[config.mk]
export PLATFORM = sky130hd
export DESIGN_NAME = hexload_top
export DESIGN_NICKNAME = d
export VERILOG_FILES = /design/src/rtl/hexload_pkg.sv /design/src/rtl/hexload_charclass.sv /design/src/rtl/hexload_field.sv /design/src/rtl/hexload_top.sv
export SDC_FILE = /design/constraint.sdc
export NUM_CORES = 1
export LEC_CHECK = 0
export CORE_AREA = 2 2 120 122
export DETAILED_ROUTE_END_ITERATION = 8
export DIE_AREA = 0 0 122 124
export HOLD_SLACK_MARGIN = 0.15
export PLACE_DENSITY = 0.74
export SLEW_MARGIN = 20
export SYNTH_ARGS = -nofsm -noshare
export SYNTH_HDL_FRONTEND = slang
export SYNTH_HIERARCHICAL = 1
export SYNTH_SLANG_ARGS = --single-unit
export TNS_END_PERCENT = 100
[constraint.sdc]
create_clock -name clk -period 1.9 [get_ports clk]
set_input_delay 0.285 -clock clk [delete_from_list [all_inputs] [get_ports clk]]
set_output_delay 0.285 -clock clk [all_outputs]
set_load 0.05 [all_outputs]
[src/rtl/hexload_pkg.sv]
package hexload_pkg;

    // Character classes seen by the line parser.
    typedef enum logic [1:0] {
        CH_HEX = 2'd0,
        CH_SEP = 2'd1,
        CH_EOL = 2'd2,
        CH_BAD = 2'd3
    } chclass_e;

    localparam logic [7:0] ASC_SPACE = 8'h20;
    localparam logic [7:0] ASC_TAB   = 8'h09;
    localparam logic [7:0] ASC_CR    = 8'h0D;
    localparam logic [7:0] ASC_LF    = 8'h0A;

endpackage

[src/rtl/hexload_charclass.sv]
module hexload_charclass
    import hexload_pkg::*;
(
    input  logic [7:0] ch,
    output chclass_e   cls,
    output logic [3:0] nib
);

    always_comb begin
        cls = CH_BAD;
        nib = 4'h0;
        if (ch >= 8'h30 && ch <= 8'h39) begin
            cls = CH_HEX;
            nib = 4'(ch - 8'h30);
        end else if (ch >= 8'h41 && ch <= 8'h46) begin
            cls = CH_HEX;
            nib = 4'(ch - 8'h37);
        end else if (ch >= 8'h61 && ch <= 8'h66) begin
            cls = CH_HEX;
            nib = 4'(ch - 8'h57);
        end else if (ch == ASC_SPACE || ch == ASC_TAB) begin
            cls = CH_SEP;
        end else if (ch == ASC_CR || ch == ASC_LF) begin
            cls = CH_EOL;
        end
    end

endmodule

[src/rtl/hexload_field.sv]
module hexload_field #(
    parameter int WIDTH = 32
) (
    input  logic                              clk,
    input  logic                              rst_n,
    input  logic                              clr,
    input  logic                              shift,
    input  logic [3:0]                        nib,
    output logic [WIDTH-1:0]                  val,
    output logic [$clog2(WIDTH/4+1)-1:0]      ndig,
    output logic                              full
);

    localparam int DIGITS = WIDTH / 4;
    localparam int CW     = $clog2(DIGITS + 1);

    typedef struct packed {
        logic [WIDTH-1:0] acc;
        logic [CW-1:0]    cnt;
    } fld_s;

    fld_s fld_d, fld_q;

    always_comb begin
        fld_d = fld_q;
        if (clr) begin
            fld_d.acc = '0;
            fld_d.cnt = '0;
        end else if (shift) begin
            fld_d.acc = {fld_q.acc[WIDTH-5:0], nib};
            fld_d.cnt = fld_q.cnt + CW'(1);
        end
    end

    always_ff @(posedge clk or negedge rst_n) begin
        if (!rst_n) begin
            fld_q <= '0;
        end else begin
            fld_q <= fld_d;
        end
    end

    assign val  = fld_q.acc;
    assign ndig = fld_q.cnt;
    assign full = (fld_q.cnt == CW'(DIGITS));

endmodule

[src/rtl/hexload_top.sv]
module hexload_top
    import hexload_pkg::*;
#(
    parameter int WORD_W    = 32,
    parameter int MEM_BYTES = 32768
) (
    input  logic                             clk,
    input  logic                             rst_n,
    input  logic                             rx_valid,
    input  logic [7:0]                       rx_data,
    output logic [$clog2(MEM_BYTES)-3:0]     mem_addr,
    output logic [WORD_W-1:0]                mem_wdata,
    output logic                             mem_we,
    output logic                             start_pulse,
    output logic                             err_flag
);

    localparam int BYTE_AW = $clog2(MEM_BYTES);
    localparam int WORD_AW = BYTE_AW - 2;
    localparam int NFIELD  = 2;
    localparam int CW      = $clog2(WORD_W / 4 + 1);
    localparam logic [WORD_W-1:0] MEM_LIMIT = WORD_W'(MEM_BYTES);
    localparam logic [WORD_W-1:0] END_ADDR  = '1;

    typedef struct packed {
        logic [1:0]         fidx;
        logic               line_bad;
        logic               done;
        logic               err;
        logic               we;
        logic               start;
        logic [WORD_AW-1:0] waddr;
        logic [WORD_W-1:0]  wdata;
    } ctl_s;

    ctl_s ctl_d, ctl_q;

    chclass_e   cls;
    logic [3:0] nib;

    hexload_charclass u_cls (
        .ch  (rx_data),
        .cls (cls),
        .nib (nib)
    );

    logic [WORD_W-1:0] fval  [NFIELD];
    logic [CW-1:0]     fndig [NFIELD];
    logic [NFIELD-1:0] ffull;
    logic [NFIELD-1:0] fshift;
    logic              fclr;
    logic              hit;
    logic              active;

    assign hit    = rx_valid && !ctl_q.done;
    assign active = !ctl_q.line_bad && (ctl_q.fidx < 2'(NFIELD));
    assign fclr   = hit && (cls == CH_EOL);

    for (genvar g = 0; g < NFIELD; g++) begin : g_fld
        assign fshift[g] = hit && active && (cls == CH_HEX) &&
                           (ctl_q.fidx == 2'(g)) && !ffull[g];

        hexload_field #(
            .WIDTH (WORD_W)
        ) u_fld (
            .clk   (clk),
            .rst_n (rst_n),
            .clr   (fclr),
            .shift (fshift[g]),
            .nib   (nib),
            .val   (fval[g]),
            .ndig  (fndig[g]),
            .full  (ffull[g])
        );
    end

    logic cur_full;
    logic cur_has;
    logic got_addr;
    logic got_data;
    logic addr_fault;

    always_comb begin
        cur_full = 1'b0;
        cur_has  = 1'b0;
        for (int i = 0; i < NFIELD; i++) begin
            if (ctl_q.fidx == 2'(i)) begin
                cur_full = ffull[i];
                cur_has  = (fndig[i] != '0);
            end
        end
        got_addr   = (fndig[0] != '0);
        got_data   = (fndig[1] != '0);
        addr_fault = (fval[0] >= MEM_LIMIT) || (fval[0][1:0] != 2'b00);
    end

    always_comb begin
        ctl_d       = ctl_q;
        ctl_d.we    = 1'b0;
        ctl_d.start = 1'b0;
        if (hit) begin
            unique case (cls)
                CH_HEX: begin
                    if (active && cur_full) begin
                        ctl_d.err      = 1'b1;
                        ctl_d.line_bad = 1'b1;
                    end
                end
                CH_SEP: begin
                    if (active && cur_has) begin
                        ctl_d.fidx = ctl_q.fidx + 2'd1;
                    end
                end
                CH_EOL: begin
                    ctl_d.fidx     = 2'd0;
                    ctl_d.line_bad = 1'b0;
                    if (!ctl_q.line_bad && got_addr) begin
                        if (fval[0] == END_ADDR) begin
                            ctl_d.done  = 1'b1;
                            ctl_d.start = 1'b1;
                        end else if (got_data) begin
                            if (addr_fault) begin
                                ctl_d.err = 1'b1;
                            end else begin
                                ctl_d.we    = 1'b1;
                                ctl_d.waddr = fval[0][BYTE_AW-1:2];
                                ctl_d.wdata = fval[1];
                            end
                        end
                    end
                end
                default: begin
                    if (active) begin
                        ctl_d.err      = 1'b1;
                        ctl_d.line_bad = 1'b1;
                    end
                end
            endcase
        end
    end

    always_ff @(posedge clk or negedge rst_n) begin
        if (!rst_n) begin
            ctl_q <= '0;
        end else begin
            ctl_q <= ctl_d;
        end
    end

    assign mem_addr    = ctl_q.waddr;
    assign mem_wdata   = ctl_q.wdata;
    assign mem_we      = ctl_q.we;
    assign start_pulse = ctl_q.start;
    assign err_flag    = ctl_q.err;

endmodule

==> flow_summary_export.csv, run 1 <==
group,metric,value,unit
floorplanning,core_area,13700,µm²
pwr,power.leakage,4.40,nW
placed_design,gp_congestion,0.821,
global_routing,grt_first_pass_wirelength,24800,µm
critical_path,endpoint_kind,"flop",
pwr,peakVddDrop,794,µV
yosys,synth_seq_area_share,50.8,%
layout,antenna_cells,0,
yosys,syn_area,6110,µm²
yosys,yosys_register_bits,124,
route,ant_nets,0,
pwr,power.density,703,nW/µm²
cts,cts_tree,"yes",
sta,period_minus_slack,2560,ps
floorplanning,rows,43,
hold_path,hold_path_class,"primary input to asynchronous set/reset pin",
sta,setup_viol,123,
layout,fin_nets,642,
sta,tightestPinTransition,525,ps
flow_run,drv_cap,0,
global_routing,grt_usage,21.9,%
outcome,violations,"negative setup slack",
layout,stdcell_area,8730,µm²
global_routing,grt_pass1_vias,4623,
critical_path,path_class,"primary input to flop",
cts,clockRootBuffer,"clkbuf_16",
yosys,ys_async_sr_fraction,100,%
floorplanning,die_w,122,µm
cts,cts.sinks,124,
sta,max_freq,391,MHz
cts,htree_num_levels,4,
yosys,yosysWarnings,6,
route,vias,4355,
route,drc,0,
route,first_pass_iters,5,
floorplanning,chipHeight,124,µm
layout,drive_above_1_share,42.1,%
layout,fillers,928,
outcome,status,"complete, but fails checks",
yosys,synth.distinct_cells,54,
sta,drv_slew,0,
yosys,synth_area_per_cell,12.5,µm²
critical_path,arrival,2860,ps
route,drt-initial-drc-count,398,
yosys,synth_cells,488,
cts,cts_buffer_depth,2,
sta,skew,9.39,ps
sta,setup_tns,-59810,ps
yosys,synth_nets,509,
cts,cts_buffers,17,
sta,layout_setup_ws,-660,ps
route,wl_per_cell,19.7,µm
critical_path,cp_max_fo,7,
critical_path,required,2200,ps
placed_design,place_area,7360,µm²
yosys,synth_flop_cell,"dfrtp_1",
sta,rsz0062_at_grt,"yes",
placed_design,hpwlAfterDp,8510,µm
yosys,ys_top_cells_by_area,"dfrtp_1 (51%), mux2i_1 (11%), mux2_4 (10%), buf_4 (5.5%), nor2_1 (4.8%)",
route,wirelength,16000,µm
yosys,post-synth-top-area-cell,"dfrtp_1",
critical_path,worstSetupStartpointType,"primary input",
global_routing,antenna_found_initial,0,
yosys,yosysTopAreaCellShare,50.8,%
cts,clkTransAtPathRegs,60,ps
critical_path,rr_worst_depth,8,
sta,period_share,135,%
floorplanning,die_area,15100,µm²
yosys,synth_edf_count,0,
cts,clk_latency,420,ps
global_routing,grt_max_degree,88,
route,viasPerCell,5.36,
global_routing,grt_overflow,0,
sta,slew_headroom,64.9,%
floorplanning,io_pins,59,
sta,hold_viol,0,
floorplanning,start_util,44.5,%
placed_design,io_buffers,58,
layout,area_delta_synth_final,42.8,%
[per-layer routing]
layer | GRT usage [%] | vias up | wire length (µm)
met5 | 0 | - | 0
met4 | 12.2 | 0 | 620
met3 | 3.30 | 43 | 756
met2 | 38.7 | 158 | 8380
met1 | 25.4 | 2226 | 6240
li1 | - | 1928 | -
[through the flow]
| step | util (%) | power [W] | hold slack, ps | instances | setup WS [ps] |
|---|---|---|---|---|---|
| finish | 63.6 | 0.00613 | 436 | 812 | -660 |
| global route | 63.6 | 0.00630 | 518 | 812 | -722 |
| CTS | 62.5 | 0.00609 | 475 | 814 | -616 |
| detailed placement | 53.6 | 0.00300 | 370 | 753 | -1250 |
| global placement | 53.6 | 0.00299 | 363 | 753 | -1150 |
| floorplan | - | 0.00283 | -10.6 | 488 | -630 |
[timing repair]
item / in CTS / in global routing
pin swaps: 11 / 18
gates resized for setup: 67 / 72
gates cloned: 13 / 0
endpoints found under the hold margin: 124 / 0
setup endpoints to repair: 126 / 138
hold buffers: 1 / 0
buffers inserted: 19 / 8
[worst paths after layout]
| check | slack [ps] | endpoint | start |
|---|---|---|---|
| setup / recovery | -660 | g_fld[1].u_fld/val[7] | rx_data[4] |
| hold / removal | 440 | g_fld[0].u_fld/val[3] | rst_n |
| setup reg to reg | -540 | mem_wdata[12] | g_fld[0].u_fld/val[25] |
| hold reg to reg | 500 | err_flag | err_flag |
| max in group asynchronous | 1070 | g_fld[0].u_fld/val[19] | rst_n |
| min in group clk | 500 | err_flag | err_flag |
[cells in the final DEF, fill, tap and decap left out, drive strengths merged, types with 2 or more instances in the layout]
| master | Yosys | final |
|---|---|---|
| clkbuf | 0 | 24 |
| ha | 10 | 10 |
| nor2 | 78 | 78 |
| a21bo | 2 | 2 |
| xnor2 | 3 | 3 |
| o22ai | 2 | 2 |
| nor4 | 9 | 9 |
| nand2b | 3 | 3 |
| nor3 | 6 | 6 |
| dlymetal6s2s | 0 | 14 |
| mux2 | 47 | 47 |
| bufinv | 0 | 2 |
| nor4bb | 2 | 2 |
| buf | 66 | 129 |
| or4b | 2 | 2 |
| nor2b | 5 | 5 |
| clkdlybuf4s50 | 0 | 33 |
| nand2 | 6 | 6 |
| dlygate4sd2 | 0 | 2 |
| a21o | 2 | 2 |
| a21oi | 5 | 5 |
| inv | 11 | 11 |
| nand3b | 2 | 2 |
| nor4b | 2 | 2 |
| clkinv | 0 | 4 |
| mux2i | 66 | 66 |
| a2111oi | 2 | 2 |
| nand3 | 2 | 2 |
| dfrtp | 124 | 124 |
| nand4 | 11 | 11 |
[cell families after synthesis]
kind of cell / Yosys count / share of synthesized area [%]
XOR/XNOR: 3 / 0.430
multiplexers: 113 / 22.1
AO/OA/AOI/OAI: 23 / 3.17
buffers and inverters: 77 / 9.44
adder cells (fa/ha/maj): 10 / 2.05
flip-flops: 124 / 50.8
AND/OR/NAND/NOR: 138 / 12.1
[sequential cells by signal, indices dropped and copies added (netlist names)]
register,count
ctl_q,4
g_fld.u_fld/ndig,8
mem_wdata,32
err_flag,1
g_fld.u_fld/val,64
mem_we,1
start_pulse,1
mem_addr,13
[report_power, final]
group | switching [W] | internal [W] | total (W)
Combinational | 0.000188 | 0.000148 | 0.000336
Clock | 0.00115 | 0.00198 | 0.00313
Sequential | 0.0000136 | 0.00265 | 0.00267
Total | 0.00135 | 0.00478 | 0.00613
[final cells by class]
type / count / area [µm²] / share of cell area (%)
sequential: 124 / 3100 / 35.6
multi-input combinational: 287 / 2830 / 32.4
timing repair buffer: 180 / 1970 / 22.5
clock buffer: 23 / 468 / 5.36
tap: 180 / 225 / 2.58
clock inverter: 7 / 91.3 / 1.05
inverter: 11 / 48.8 / 0.559
[synth_stat cells, types with 2 or more instances]
master and n:
dfrtp_1 124, mux2_2 5, nor2b_1 5, buf_4 45, buf_6 6, ha_1 10, nor2_1 78, buf_1 4
mux2_4 42, nor4bb_1 2, buf_2 5, buf_8 6, mux2i_1 66, nand3b_1 2, xnor2_1 3, nor4_1 9
inv_1 11, a21bo_2 2, o22ai_1 2, nand2b_1 3, a21o_1 2, nand2_1 6, nor4b_1 2, nand4_4 2
nor3_1 5, nand4_1 9, a21oi_1 5
[critical path: stages]
cell and delay (ps):
buf_6 100, or4b_4 570, a311oi_4 230, buf_4 180
a2111oi_4 40, buf_4 170, nor4_4 160, buf_4 160
nor4b_4 190, buf_6 210, buf_12 120, buf_8 100
mux2i_2 270, nor2_2 70
Power figures use the tool's default switching activity.
==> run 2: changes to the inputs <==
Settings changed: ABC_AREA set to 1, CORE_AREA 2 2 120 122 to 2 2 121 123, DIE_AREA 0 0 122 124 to 0 0 123 125.
==> run 2 against run 1 <==
  * The flow now finishes without violations
  * Flip-flop and latch count stayed put
  * Maximum frequency up 38%
  * Clock power up 7.7%
  * Final area is 8.8% lower
  * Worst hold slack worse by 65 ps
  * Setup slack improved by 700 ps
  * Critical path depth decreased by 13
  * Largest power group unchanged
  * Highest routed layer unchanged
==> flow_summary_export.csv, run 2 <==
group,metric,value,unit
layout,fin_nets,822,
critical_path,cp.depth,1,
outcome,status,"completed",
route,drt-initial-drc-count,381,
yosys,yosys_register_bits,124,
global_routing,grt_pass1_vias,4861,
route,first_pass_iters,6,
layout,area_delta_synth_final,28.0,%
yosys,ys_top_cells_by_area,"dfrtp_1 (50%), nand2_1 (12%), buf_4 (6.6%), inv_1 (6.2%), o21bai_1 (5.4%)",
layout,drive_above_1_share,20.0,%
critical_path,cp_max_fo,2,
route,wl_per_cell,13.8,µm
flow_run,drv_cap,0,
route,wirelength,13800,µm
cts,clockRootBuffer,"clkbuf_16",
layout,final_common_cell,"nand2_1",
yosys,synth_nets,761,
route,vias,4910,
sta,drv_slew,0,
critical_path,cp_num_buf_inv,1,
sta,max_freq,539,MHz
cts,cts_buffer_depth,2,
yosys,synth_seq_area_share,49.9,%
yosys,yosysTopAreaCellShare,49.9,%
floorplanning,io_pins,59,
yosys,ys_async_sr_fraction,100,%
sta,setup_viol,0,
pwr,power.leakage,3.69,nW
yosys,syn_area,6220,µm²
critical_path,cp_slowest_cell,"clkdlybuf4s50_1",
route,drc,0,
critical_path,r2r_end,"g_fld[1].u_fld/val[13]",
pwr,power.density,1160,nW/µm²
sta,skew,8.08,ps
floorplanning,chipHeight,125,µm
cts,htree_num_levels,4,
critical_path,endpoint_kind,"output port",
sta,period_share,97.7,%
hold_path,hold_path_class,"primary input to asynchronous set/reset pin",
layout,final_cell_mix,"nand2_1 (187), dfrtp_1 (124), inv_1 (91)",
global_routing,grt_usage,19.3,%
placed_design,placed_cells,955,
critical_path,path_class,"flop to output port",
cts,cts.sinks,124,
sta,period_minus_slack,1860,ps
yosys,synth_edf_count,0,
yosys,synth_area_per_cell,8.40,µm²
critical_path,slowest_delay,800,ps
yosys,synth.distinct_cells,27,
yosys,synth_cells,740,
global_routing,grt_max_degree,50,
global_routing,grt_first_pass_wirelength,23500,µm
placed_design,hpwlAfterDp,8890,µm
sta,hold_viol,0,
floorplanning,die_area,15400,µm²
yosys,synthTopCellsByCount,"nand2_1 (193), dfrtp_1 (124), inv_1 (102)",
yosys,post-synth-top-area-cell,"dfrtp_1",
cts,cts_tree,"yes",
placed_design,place_area,7020,µm²
yosys,yosysMostFrequentCell,"nand2_1",
sta,tightestPinTransition,520,ps
layout,antenna_cells,0,
layout,instances_no_fill,998,
global_routing,antenna_found_initial,0,
placed_design,gp_congestion,0.848,
floorplanning,rows,44,
critical_path,rrSetupSlack,60,ps
critical_path,crit_start,"mem_wdata[14]",
floorplanning,start_util,43.8,%
layout,largest_register_ffs,64,
sta,slew_headroom,65.3,%
pwr,peakVddDrop,669,µV
route,viasPerCell,4.92,
layout,fillers,1212,
yosys,yosysWarnings,6,
floorplanning,die_w,123,µm
critical_path,path_cells,"clkdlybuf4s50_1",
critical_path,rr_worst_depth,9,
critical_path,cp_top_family,"buffers and inverters",
cts,clkTransAtPathRegs,60,ps
floorplanning,core_area,14200,µm²
critical_path,required,1620,ps
cts,clk_latency,410,ps
yosys,synth_flop_cell,"dfrtp_1",
layout,stdcell_area,7960,µm²
critical_path,worstSetupStartpointType,"flop",
global_routing,grt_overflow,0,
critical_path,endpoint,"mem_wdata[14]",
critical_path,arrival,1570,ps
cts,cts_buffers,17,
sta,setup_tns,0,ps
critical_path,r2r_start,"g_fld[1].u_fld/ndig[0]",
route,ant_nets,0,
placed_design,io_buffers,58,
[run 2: cell types whose count changed after synthesis, moves of 10 or more]
cell	previous run	this run
buf_4	45	55
o21bai_1	1	45
o22ai_1	2	18
mux2i_1	66	0
nand2_1	6	193
mux2_4	42	0
nand3_1	1	41
nor2_1	78	45
inv_1	11	102
o21ai_0	1	36
[run 2: how the worst min path moves through the flow]
| stage | startpoint | end | depth (start not counted) |
|---|---|---|---|
| 6_report | rst_n | ctl_q[48] | 2 |
| 5_1_grt | rst_n | ctl_q[48] | 2 |
| 4_1_cts | rst_n | ctl_q[48] | 2 |
| 2_1_floorplan | rst_n | ctl_q[48] | 0 |
| 3_3_place_gp | rst_n | ctl_q[48] | 1 |
| 3_5_place_dp | rst_n | ctl_q[48] | 1 |
[run 2: area by class of cell]
cell class	instances	area, µm²	share of cell area [%]
clock inverter	12	169	2.12
tap	184	230	2.89
sequential	124	3100	39.0
inverter	108	438	5.50
multi-input combinational	436	2430	30.5
timing repair buffer	114	1150	14.4
clock buffer	20	447	5.61
[run 2: repair_timing]
action                     CTS  global route
gates resized for setup     47            49
hold buffers                 1             0
cloned                       2             0
hold endpoints to repair    30             0
setup buffers                7             2
setup endpoints to repair  125           125
pin swaps                   15            13
[run 2: metal layers]
layer / wire [µm] / GRT usage (%)
met1: 6330 / 26.7
met2: 6560 / 29.9
met3: 669 / 4.56
met4: 199 / 6.22
met5: 0 / 0
[run 2: power by group]
part	switching, W	leakage, nW	internal, W
combinational	0.00167	1.90	0.000891
sequential	0.000246	1.49	0.00304
clock	0.00115	0.300	0.00222
total	0.00307	3.69	0.00615
[run 2: logic make-up (layout without fill, tap and decap cells)]
kind of cell,Yosys count,count (layout),synth area share (%)
simple gates,302,302,21.0
compound gates,124,124,12.5
buf+inv,180,254,14.6
flops,124,124,49.9
fa+ha+maj,10,10,2.01
[run 2: metrics by stage]
step | total power (W) | setup WS (ps) | util [%] | hold slack (ps)
floorplan | 0.00531 | -73.9 | - | -10.6
global placement | 0.00579 | -815 | 49.4 | 266
detailed placement | 0.00583 | -883 | 49.4 | 268
CTS | 0.00926 | 6.80 | 55.2 | 374
global route | 0.00968 | -0.852 | 56.1 | 408
finish | 0.00922 | 43.6 | 56.1 | 370
==> run 3: changes to the inputs <==
Settings changed: SLEW_MARGIN 20 to not set.
==> results of run 3 <==
Final layout, timing and power as in run 2 (identical DEF).
